==> src/rtl/utc_pkg.sv <==
package utc_pkg;

    typedef enum logic [2:0] {
        ST_RESTART = 3'd0,
        ST_ARM     = 3'd1,
        ST_PRIME   = 3'd2,
        ST_COUNT   = 3'd3,
        ST_FSM     = 3'd4
    } utc_state_e;

    typedef enum logic [1:0] {
        RSEL_RISE  = 2'b00,
        RSEL_FALL  = 2'b01,
        RSEL_BOTH  = 2'b10,
        RSEL_LEVEL = 2'b11
    } utc_rsel_e;

endpackage

==> src/rtl/utc_restart_detect.sv <==
module utc_restart_detect
    import utc_pkg::*;
(
    input  logic       clk_i,
    input  logic       rst_ni,
    input  logic       restart_i,
    input  logic [1:0] sel_i,
    output logic       event_o
);

    logic prev_q;

    always_ff @(posedge clk_i or negedge rst_ni) begin
        if (!rst_ni) prev_q <= 1'b0;
        else         prev_q <= restart_i;
    end

    always_comb begin
        unique case (utc_rsel_e'(sel_i))
            RSEL_RISE:  event_o = restart_i & ~prev_q;
            RSEL_FALL:  event_o = ~restart_i & prev_q;
            RSEL_BOTH:  event_o = restart_i ^ prev_q;
            RSEL_LEVEL: event_o = restart_i;
            default:    event_o = 1'b0;
        endcase
    end

endmodule

==> src/rtl/utc_step.sv <==
module utc_step #(
    parameter int W = 8
) (
    input  logic [W-1:0] cur_i,
    input  logic         up_i,
    input  logic         hold_i,
    output logic [W-1:0] fsm_next_o,
    output logic [W-1:0] dec_o,
    output logic         zero_o
);

    localparam logic [W-1:0] ONE = {{(W-1){1'b0}}, 1'b1};

    logic [W-1:0] inc_w;

    // Plain modulo-2^W arithmetic gives the wrap at both ends.
    assign inc_w  = cur_i + ONE;
    assign dec_o  = cur_i - ONE;
    assign zero_o = (cur_i == '0);

    always_comb begin
        if (hold_i)    fsm_next_o = cur_i;
        else if (up_i) fsm_next_o = inc_w;
        else           fsm_next_o = dec_o;
    end

endmodule

==> src/rtl/utc_ctrl.sv <==
module utc_ctrl
    import utc_pkg::*;
#(
    parameter int W = 8
) (
    input  logic         clk_i,
    input  logic         rst_ni,
    input  logic         fsm_mode_i,
    input  logic [W-1:0] load_i,
    input  logic         restart_evt_i,
    input  logic [W-1:0] fsm_next_i,
    input  logic [W-1:0] dec_i,
    input  logic         zero_i,
    output utc_state_e   state_o,
    output logic [W-1:0] count_o,
    output logic         tick_o
);

    utc_state_e   st_q, st_d;
    logic [W-1:0] cnt_q, cnt_d;

    // Next-state and next-count decision.
    always_comb begin
        st_d  = st_q;
        cnt_d = cnt_q;
        if (fsm_mode_i) begin
            if (st_q != ST_FSM) begin
                st_d  = ST_FSM;
                cnt_d = load_i;
            end else begin
                cnt_d = fsm_next_i;
            end
        end else if (restart_evt_i) begin
            st_d  = ST_RESTART;
            cnt_d = '0;
        end else begin
            unique case (st_q)
                ST_RESTART: begin
                    st_d  = ST_ARM;
                    cnt_d = '0;
                end
                ST_ARM: begin
                    st_d  = ST_PRIME;
                    cnt_d = '0;
                end
                ST_PRIME: begin
                    st_d  = ST_COUNT;
                    cnt_d = load_i;
                end
                ST_COUNT: begin
                    st_d  = ST_COUNT;
                    cnt_d = zero_i ? load_i : dec_i;
                end
                ST_FSM: begin
                    st_d  = ST_RESTART;
                    cnt_d = '0;
                end
                default: begin
                    st_d  = ST_RESTART;
                    cnt_d = '0;
                end
            endcase
        end
    end

    // State register.
    always_ff @(posedge clk_i or negedge rst_ni) begin
        if (!rst_ni) begin
            st_q  <= ST_RESTART;
            cnt_q <= '0;
        end else begin
            st_q  <= st_d;
            cnt_q <= cnt_d;
        end
    end

    // Outputs: the arming states suppress the zero pulse.
    always_comb begin
        state_o = st_q;
        count_o = cnt_q;
        unique case (st_q)
            ST_ARM, ST_PRIME: tick_o = 1'b0;
            default:          tick_o = zero_i;
        endcase
    end

endmodule

==> src/rtl/updown_pulse_timer.sv <==
module updown_pulse_timer
    import utc_pkg::*;
#(
    parameter int CNT_W = 8
) (
    input  logic             clk_i,
    input  logic             rst_ni,
    input  logic             fsm_mode_i,
    input  logic [CNT_W-1:0] load_val_i,
    input  logic             restart_i,
    input  logic [1:0]       restart_sel_i,
    input  logic             count_up_i,
    input  logic             hold_i,
    output logic             tick_o,
    output logic [CNT_W-1:0] count_o
);

    utc_state_e       st_w;
    logic             restart_evt_w;
    logic [CNT_W-1:0] fsm_next_w;
    logic [CNT_W-1:0] dec_w;
    logic             zero_w;

    utc_restart_detect u_detect (
        .clk_i    (clk_i),
        .rst_ni   (rst_ni),
        .restart_i(restart_i),
        .sel_i    (restart_sel_i),
        .event_o  (restart_evt_w)
    );

    utc_step #(.W(CNT_W)) u_step (
        .cur_i     (count_o),
        .up_i      (count_up_i),
        .hold_i    (hold_i),
        .fsm_next_o(fsm_next_w),
        .dec_o     (dec_w),
        .zero_o    (zero_w)
    );

    utc_ctrl #(.W(CNT_W)) u_ctrl (
        .clk_i        (clk_i),
        .rst_ni       (rst_ni),
        .fsm_mode_i   (fsm_mode_i),
        .load_i       (load_val_i),
        .restart_evt_i(restart_evt_w),
        .fsm_next_i   (fsm_next_w),
        .dec_i        (dec_w),
        .zero_i       (zero_w),
        .state_o      (st_w),
        .count_o      (count_o),
        .tick_o       (tick_o)
    );

endmodule

==> config.mk <==
export PLATFORM = sky130hd
export DESIGN_NAME = updown_pulse_timer
export DESIGN_NICKNAME = d
export VERILOG_FILES = /design/src/rtl/utc_pkg.sv /design/src/rtl/utc_restart_detect.sv /design/src/rtl/utc_step.sv /design/src/rtl/utc_ctrl.sv /design/src/rtl/updown_pulse_timer.sv
export SDC_FILE = /design/constraint.sdc
export NUM_CORES = 1
export LEC_CHECK = 0
export BUFFER_PORTS_ARGS = -buffer_cell sky130_fd_sc_hd__buf_2
export CAP_MARGIN = 40
export CELL_PAD_IN_SITES_DETAIL_PLACEMENT = 0
export CELL_PAD_IN_SITES_GLOBAL_PLACEMENT = 1
export CORE_ASPECT_RATIO = 0.9
export CORE_UTILIZATION = 40
export DETAILED_ROUTE_END_ITERATION = 10
export PLACE_DENSITY_LB_ADDON = 0.25
export SLEW_MARGIN = 20
export SYNTH_ARGS = -nofsm -noshare
export SYNTH_HDL_FRONTEND = slang
export SYNTH_SLANG_ARGS = --single-unit
==> constraint.sdc <==
create_clock -name clk_i -period 2.1 [get_ports clk_i]
set_clock_uncertainty 0.05 [all_clocks]
set_input_delay 0.315 -clock clk_i [delete_from_list [all_inputs] [get_ports clk_i]]
set_output_delay 0.315 -clock clk_i [all_outputs]
set_load 0.005 [all_outputs]
=== After elaboration in Yosys (flattened, before gate mapping) ===
Cells that the tools add are included.

* Memories kept: 0
* Register bits: 12
* Input port bits: 16
* Bits in writable memories: 0
* Bits in latches: 0
* ROM bits: 0
* Output and inout port bits: 9

* Bitwise gates (word level): 5
* Muxes and demuxes: 13
* Shifts and indexed selects: 0
* Eq/ne operators: 9
* Divide/modulo/power cells: 0
* Order comparisons: 0
* Multiply operators: 0
* Reduce and logical (&&, ||, !) cells: 5
* $add $sub $neg: 2

{| class="wikitable"
|+ Operator list
! cell !! number
|-
| 8-bit two-way mux || 6
|-
| 8-bit one-hot mux with 2 select lines || 1
|-
| 3-bit two-way mux || 3
|-
| 8-bit by 1-bit adder with 8-bit output (second input constant) || 1
|-
| 8-bit zero test || 1
|-
| 8-bit by 1-bit subtractor with 8-bit output (second input constant) || 1
|-
| 3-bit by 2-bit == test with 1-bit output (second input constant) || 2
|-
| 2-bit one-hot mux with 3 select lines || 1
|-
| 2-bit == test (second input constant) || 2
|-
| 1-bit one-hot mux with 4 select lines || 1
|-
| 2-bit OR reduction || 2
|-
| 3-bit by 1-bit == test with 1-bit output (second input constant) || 1
|-
| 3-bit zero test || 1
|-
| 3-bit by 2-bit inequality test with 1-bit output (second input constant) || 1
|-
| 3-bit inequality test (second input constant) || 1
|-
| 1-bit AND || 2
|-
| 2-bit by 1-bit == test with 1-bit output (second input constant) || 1
|-
| 2-bit zero test || 1
|-
| 2-bit by 1-bit inequality test with 1-bit output (second input constant) || 1
|-
| 1-bit NOT || 2
|-
| 1-bit two-way mux || 1
|-
| 1-bit XOR || 1
|}

=== Logic depth before layout (Yosys ltp) ===
Gate-level depths: netlist of the first run.

* Word-level depth: 5
* Gate-level depth with buffers: 8

=== By module ===
From an unflattened synthesis of the first run, not the netlist that was laid out.

* Cells, all modules: 117
* Area total of the unflattened synthesis: 1084.8 um^2

{| class="wikitable"
|+ By module, submodules not included
! module !! seq. area each (um^2) !! area an instance (um^2) !! cells an instance !! instances
|-
| utc_ctrl || 275.3 || 571.8 || 48 || 1
|-
| utc_step || 0.0 || 429.2 || 62 || 1
|-
| utc_restart_detect || 25.0 || 83.8 || 7 || 1
|}

=== Worst setup path before layout of the first run ===
Ideal clock, no wire load.

* Path kind: reg-to-reg
* Start: register u_ctrl.cnt_q[3] (netlist: u_ctrl.count_o[3])
* End: register u_ctrl.cnt_q[7] (netlist: u_ctrl.count_o[7])
* Period minus slack after synthesis: 1862 ps
* Data arrival time: 1693 ps
* Library setup time: 119 ps
* Cell stages (with the launch flop): 8
* Data required time: 1931 ps
* Setup slack: 238 ps
* Path buffers: 2
* Cells stage by stage: dfrtp_1 -> buf_6 -> or4_4 -> buf_6 -> nor4_4 -> xnor2_1 -> a211oi_2 -> o22a_2

* Longest elaborated chain between the ends: 5

{| class="wikitable"
|+ Ends and longest elaborated chain
! what !! RTL line !! source
|-
| start, declared || utc_ctrl.sv:20 || <nowiki>logic [W-1:0] cnt_q, cnt_d;</nowiki>
|-
| start signal, assigned || utc_ctrl.sv:73 || <nowiki>cnt_q <= cnt_d;</nowiki>
|-
| 8-bit by 1-bit subtractor with 8-bit output (tied with other cells) || utc_step.sv:18 || <nowiki>assign dec_o = cur_i - ONE;</nowiki>
|-
| 8-bit two-way mux (on tied branches) || utc_ctrl.sv:52, utc_step.sv:23 ||
|-
| 8-bit one-hot mux with 2 select lines / 8-bit two-way mux (equally long branches) || utc_ctrl.sv:37, utc_step.sv:22 ||
|-
| 8-bit two-way mux (on tied branches) || utc_ctrl.sv:33, utc_ctrl.sv:27 ||
|-
| 8-bit two-way mux * || utc_ctrl.sv:26 || <nowiki>if (fsm_mode_i) begin</nowiki>
|}

Every way passes the cells marked *; elsewhere a longest branch is shown, timed or not. The select of a mux whose other input is x is not followed.
A chain may end at the register's enable or synchronous reset.

=== Final worst setup path of the first run ===
* Start: register u_ctrl.cnt_q[4] (netlist: u_ctrl.count_o[4])
* End: register u_ctrl.cnt_q[7] (netlist: u_ctrl.count_o[7])

The elaborated chain is that of the path after synthesis.

==> key figures, run 1 <==
Status
  • Status: finished clean

Place
  • Placer Congestion: 0.781
  • Detail Placement HPWL: 2.14 mm
  • # port buffers: 24
  • Worst slack, placed: 0.154 ns

Setup path
  • Worst-path fanout max: 7
  • Crit path cell chain: buf_4 > or4_1 > nor2_1 > a31oi_1 > xor2_1 > a21oi_1 > o22a_2
  • CP peak stage delay: 0.51 ns
  • Worst EP arrival: 2.06 ns
  • Delay-heaviest family, CP: simple AND/OR/NAND/NOR gates
  • Critical-path top delay cell: or4_1
  • Buffers plus inverters on the worst setup path: 1
  • Startpoint Class: flip-flop
  • Crit Path Class: flip-flop to flip-flop
  • Worst Path Required: 2.23 ns
  • Worst setup EP type: flip-flop

CTS
  • Worst-skew pair later-pin latency: 0.29 ns
  • CTS tree: yes
  • Setup Fix Bufs, Post-CTS: 0
  • Sink Count: 12
  • Root Buffer: clkbuf_4
  • CTS Buffer Depth: 2
  • H-Tree Depth: 1
  • Clock slew at reported path FFs: 0.09 ns
  • Num CTS Buffers: 3

Finish
  • Share of post-route cells with drive strength above 1: 0.292
  • Area Overhead vs Synth: 18.2%
  • Area of the multi-input gates: 753 um2
  • Most frequent cells in the layout: buf_2 (24), nor2_1 (14), dfrtp_1 (12)
  • Fill count: 272
  • Commonest non-fill, non-tap cell in the layout: buf_2
  • Nets: 183
  • Reg area: 300 um2
  • Diodes inserted: 0

STA
  • # setup viols final: 0
  • Minimum clock period: 1.93 ns
  • Setup WS post-layout: 0.171 ns
  • Setup TNS: 0 ns
  • Worst slew margin: 0.712
  • Hold Fails Final Rpt: 0
  • RSZ-0062 raised after global routing: no
  • Worst Max-Slew Pin Slew: 0.432 ns
  • Period utilization: 0.919
  • Pins Over Slew Limit: 0
  • Maximum clock rate: 518 MHz

Routing
  • Via count: 1114
  • Drt pass-1 iters: 4
  • Wire length per cell: 14.7 um
  • 1st-iter DRT viols: 56
  • Vias/cell: 5.54
  • Routed wire length: 2.95 mm
  • Antenna viol nets, final: 0
  • DR DRC count: 0

Synthesis
  • Async SR Flop Fraction: 1.00
  • Syn_nets: 156
  • Mapped Area: 1150 um2
  • Yosys cell types: 45
  • Synth Area in Compound Gates: 0.274
  • Sequential share of the synthesized area: 0.262
  • Mapped Cells: 135
  • Mean post-synth cell area: 8.50 um2
  • Post-synthesis adder-cell area fraction: 0.0545
  • Mux share of post-synthesis cell area: 0.0273
  • Yosys warns: 0
  • Largest family of logic cells by synthesized area: compound AO/OA/AOI/OAI gates
  • Number of synthesized flops with an enable pin: 0
  • Post-Synth Simple-Gate Area: 0.217
  • Flop and latch count out of synthesis: 12
  • XOR/XNOR share of the synthesized area: 0.0840
  • Primary FF master, synth: dfrtp_1

Global route
  • Overflow after GRT: 0
  • Number of global-route vias before repair: 987
  • Largest net degree at the start of global routing: 13
  • Antenna violations before repair: 0
  • Global-route wire length before repair: 4.67 mm
  • GRT Util Overall: 0.211

Floorplanning
  • Rows: 18
  • Die span in y: 52.8 um
  • Initial core utilization: 0.421
  • Die W: 58.5 um
  • Total die area: 3090 um2
  • Core ar.: 2730 um2
  • Num ports: 25

Power
  • Power Density: 553 nW/um2
  • Leakage: 0.598 nW
  • Peak supply drop: 259 uV

Min path
  • Worst hold path class: primary input to flip-flop

Run
  • Maximum capacitance violations: 0
[routing by layer]
layer,GRT usage,vias up,share of wire
met1,0.289,520,0.48
met5,0,-,0
met4,0.0873,0,0.012
met3,0.0370,5,0.064
met2,0.324,46,0.44
li1,-,543,-
[synthesized netlist by cell type, types with 2 or more instances]
| cell type | count | share of area |
|---|---|---|
| a311o_1 | 2 | 0.017 |
| o31ai_1 | 2 | 0.013 |
| buf_2 | 3 | 0.013 |
| mux2i_1 | 2 | 0.017 |
| ha_1 | 5 | 0.055 |
| nor4_4 | 2 | 0.037 |
| inv_1 | 7 | 0.023 |
| o211ai_1 | 3 | 0.020 |
| buf_6 | 3 | 0.029 |
| a21oi_1 | 9 | 0.039 |
| o21a_1 | 3 | 0.020 |
| or4_1 | 2 | 0.013 |
| or3_1 | 2 | 0.011 |
| clkbuf_1 | 5 | 0.016 |
| o21ai_0 | 9 | 0.039 |
| xnor2_1 | 6 | 0.046 |
| dfrtp_1 | 12 | 0.26 |
| nand2_1 | 8 | 0.026 |
| and4_2 | 2 | 0.017 |
| a31oi_1 | 2 | 0.011 |
| nor3_1 | 3 | 0.013 |
| xor2_1 | 5 | 0.038 |
| nor2_1 | 14 | 0.046 |
| o22ai_1 | 2 | 0.011 |
| nand3_1 | 2 | 0.0087 |
[cell families after synthesis]
family	Yosys count
buffers and inverters	18
AO/OA/AOI/OAI	44
multiplexers	3
XOR/XNOR	11
flip-flops	12
adder cells (fa/ha/maj)	5
AND/OR/NAND/NOR	42
[through the flow]
stage | utilization | std cells | area, um2 | hold slack, ns | total power, mW
detailed placement | 0.481 | 196 | 1310 | 0.174 | 0.554
floorplan | - | 135 | 1150 | -0.0306 | 0.477
global placement | 0.481 | 196 | 1310 | 0.173 | 0.550
global route | 0.498 | 201 | 1360 | 0.115 | 0.799
finish | 0.498 | 201 | 1360 | 0.124 | 0.749
CTS | 0.498 | 201 | 1360 | 0.125 | 0.750
[cell type report]
type,instances,area share
repair buffers,33,0.140
flip-flops and latches,12,0.221
well taps,40,0.0369
inverters,7,0.0194
clock buffers,4,0.0268
multi-input cells,105,0.555
[flip-flops by register name, summed over array words and instances, names as in the netlist]
name / cells
u_ctrl.state_o: 3
u_detect.prev_q: 1
u_ctrl.count_o: 8
[final timing paths]
path                                               startpoint                       endpoint  slack, ns  cells past startpoint
worst min-delay path                                restart_i      u_detect.prev_q$_DFF_PN0_       0.12                      1
worst max-delay path            u_ctrl.count_o[4]$_DFFE_PN0P_  u_ctrl.count_o[7]$_DFFE_PN0P_       0.17                      7
worst min register to register  u_ctrl.state_o[0]$_DFFE_PN0P_  u_ctrl.state_o[0]$_DFFE_PN0P_       0.47                      1
worst max register to register  u_ctrl.count_o[4]$_DFFE_PN0P_  u_ctrl.count_o[7]$_DFFE_PN0P_       0.17                      7
max in group asynchronous                              rst_ni  u_ctrl.count_o[6]$_DFFE_PN0P_       1.37                      2
min in group asynchronous                              rst_ni  u_ctrl.count_o[3]$_DFFE_PN0P_       0.39                      2
[report_power, final]
group          internal [mW]  switching (mW)
Sequential             0.249          0.0431
Clock                  0.106          0.0908
Combinational          0.124           0.136
[what timing repair did]
item                                    CTS  global route
hold buffers                              1             0
endpoints found under the hold margin    12             0
endpoints found under the setup margin    0             0
resized for setup                         0             0
Note: power is estimated with default switching activity, not from simulation.
==> run 2, diff against run 1 <==
--- a/config.mk
+++ b/config.mk
@@ -16,4 +16,5 @@
 export SLEW_MARGIN = 20
 export SYNTH_ARGS = -nofsm -noshare
 export SYNTH_HDL_FRONTEND = slang
+export SYNTH_HIERARCHICAL = 1
 export SYNTH_SLANG_ARGS = --single-unit
==> run 2 against run 1 <==
Effect of this change: the flow now finishes with violations (design-rule violations); combinational power up 8.0%; fmax up 3.5%; setup slack better by 0.065 ns; highest routed layer unchanged; largest cell class unchanged; critical path depth down 1; total power down 2.1%; sequential power down 8.9%.
==> key figures, run 2 <==
Status
  • Status: finished with violations
  • Failing checks: design-rule violations

Routing
  • Via count: 940
  • DR DRC count: 6
  • Wire length per cell: 14.9 um
  • 1st-iter DRT viols: 23
  • Antenna viol nets, final: 0
  • Drt pass-1 iters: 7
  • Vias/cell: 5.40
  • Routed wire length: 2.58 mm

Floorplanning
  • Die span in y: 51.4 um
  • Total die area: 2920 um2
  • Die W: 56.9 um
  • Num ports: 25
  • Core ar.: 2510 um2
  • Rows: 17
  • Initial core utilization: 0.432

Synthesis
  • Largest family of logic cells by synthesized area: simple AND/OR/NAND/NOR gates
  • Mapped Area: 1080 um2
  • Sequential share of the synthesized area: 0.277
  • Most common cell in the synthesized netlist: mux2i_1
  • Synth Area in Compound Gates: 0.122
  • Yosys cell types: 32
  • Mux share of post-synthesis cell area: 0.178
  • Largest cells by area after synthesis: dfrtp_1 (28%), mux2i_1 (16%), xor2_1 (6.5%), ha_1 (5.8%), o22ai_1 (4.6%)
  • Flop and latch count out of synthesis: 12
  • Async SR Flop Fraction: 1.00
  • XOR/XNOR share of the synthesized area: 0.105
  • Yosys top cell by area: dfrtp_1
  • Area share of the largest cell type after synthesis: 0.277
  • Syn_nets: 138
  • Yosys warns: 6
  • Post-synthesis adder-cell area fraction: 0.0577
  • Mean post-synth cell area: 9.27 um2
  • Primary FF master, synth: dfrtp_1
  • Most frequent cells after synthesis: mux2i_1 (17), dfrtp_1 (12)
  • Number of synthesized flops with an enable pin: 0
  • Mapped Cells: 117
  • Post-Synth Simple-Gate Area: 0.188

CTS
  • Num CTS Buffers: 3
  • Setup Fix Bufs, Post-CTS: 0
  • Sink Count: 12
  • Clock slew at reported path FFs: 0.08 ns
  • Worst-skew pair later-pin latency: 0.28 ns
  • Root Buffer: clkbuf_4
  • CTS tree: yes
  • CTS Buffer Depth: 2
  • H-Tree Depth: 1

Setup path
  • Worst setup EP type: flip-flop
  • Worst EP arrival: 2.01 ns
  • Worst Path Required: 2.24 ns
  • Crit Path Class: flip-flop to flip-flop
  • Worst-path fanout max: 8
  • FF-to-FF path depth: 6
  • Startpoint Class: flip-flop

Power
  • Power Density: 561 nW/um2
  • Peak supply drop: 333 uV
  • Leakage: 0.700 nW

Finish
  • Nets: 168
  • Area Overhead vs Synth: 20.5%
  • Commonest non-fill, non-tap cell in the layout: buf_2
  • Final Cell Area: 1310 um2
  • Most frequent cells in the layout: buf_2 (24), mux2i_1 (17), dfrtp_1 (12)
  • Diodes inserted: 0
  • Max reg flops: 8
  • Share of post-route cells with drive strength above 1: 0.315
  • Fill count: 241

Global route
  • Antenna violations before repair: 0
  • Largest net degree at the start of global routing: 14
  • Overflow after GRT: 0
  • GRT Util Overall: 0.197
  • Number of global-route vias before repair: 957
  • Global-route wire length before repair: 4.33 mm

Min path
  • WHS Path Cells: 1
  • Worst hold path class: primary input to flip-flop

STA
  • Pins Over Slew Limit: 0
  • Hold_ws: 0.134 ns
  • # setup viols final: 0
  • Worst Max-Slew Pin Slew: 0.315 ns
  • Worst slew margin: 0.790
  • Hold Fails Final Rpt: 0
  • RSZ-0062 raised after global routing: no
  • Setup TNS: 0 ns
  • Minimum clock period: 1.86 ns
  • Period utilization: 0.887
  • Maximum clock rate: 537 MHz

Run
  • Maximum capacitance violations: 0

Place
  • Placer Congestion: 0.853
  • Detail Placement HPWL: 1.93 mm
  • # port buffers: 24
  • Post-placement cell area: 1250 um2
[run 2: cell count changes in the layout (fill, tap and decap cells not counted), moves of 5 or more]
| cell | previous run | this run |
|---|---|---|
| nor2_1 | 14 | 6 |
| o21ai_0 | 9 | 1 |
| o22ai_1 | 2 | 8 |
| mux2i_1 | 2 | 17 |
| a21oi_1 | 9 | 4 |
[run 2: layout make-up]
type                       instances  area [um2]  share of cell area
clock buffer                       4        36.3              0.0278
inverter                           8        30.0              0.0230
sequential                        12         300               0.230
tap                               28        35.0              0.0268
timing repair buffer              33         190               0.145
multi-input combinational         89         716               0.547
[run 2: power by group]
part	internal [mW]	switching [mW]	total [mW]
Combinational	0.138	0.143	0.282
Sequential	0.248	0.0174	0.266
Clock	0.105	0.0806	0.186
Total	0.492	0.241	0.734
[run 2: kinds of logic after synthesis]
group,count (synthesis)
xor gates and xnor gates,13
DFF,12
adders and majority gates,5
buffers and inverters,16
and+or+nand+nor,33
muxes,18
AOI/OAI and AO/OA,20
[run 2: repair_timing]
item	4_1_cts	5_1_grt
hold buffers	1	0
hold endpoints to repair	12	0
setup endpoints to repair	0	8
resized for setup	0	3
[run 2: per-layer routing]
| layer | GRT usage | routed length (um) | vias to the layer above |
|---|---|---|---|
| met5 | 0 | 0 | - |
| li1 | - | - | 473 |
| met1 | 0.236 | 1240 | 439 |
| met2 | 0.341 | 1200 | 26 |
| met4 | 0.0569 | 17 | 0 |
| met3 | 0.0608 | 136 | 2 |
[run 2: worst paths after layout]
check	start	slack, ns	endpoint
max	u_detect/prev_q$_DFF_PN0_	0.24	u_ctrl/count_o[4]$_DFF_PN0_
min	restart_i	0.13	u_detect/prev_q$_DFF_PN0_
max reg2reg	u_detect/prev_q$_DFF_PN0_	0.24	u_ctrl/count_o[4]$_DFF_PN0_
min reg2reg	u_ctrl/state_o[2]$_DFFE_PN0P_	0.56	u_ctrl/state_o[1]$_DFFE_PN0P_
max in group asynchronous	rst_ni	1.39	u_ctrl/state_o[2]$_DFFE_PN0P_
min in group asynchronous	rst_ni	0.39	u_ctrl/state_o[0]$_DFFE_PN0P_
[run 2: stage by stage]
step	worst slack (ns)	instances	util	power [mW]
finish	0.236	174	0.521	0.734
global placement	0.125	169	0.499	0.543
floorplan	0.290	117	-	0.462
CTS	0.125	174	0.517	0.738
detailed placement	0.0460	169	0.499	0.549
global route	0.0998	174	0.521	0.789
[run 2: worst max-delay path, cell delays in order, from the launching register on]
cell     delay [ns]
dfrtp_1        0.39
ha_1           0.27
inv_1          0.03
mux4_2         0.47
nor3_2         0.22
nand2_2        0.20
o22ai_1        0.15
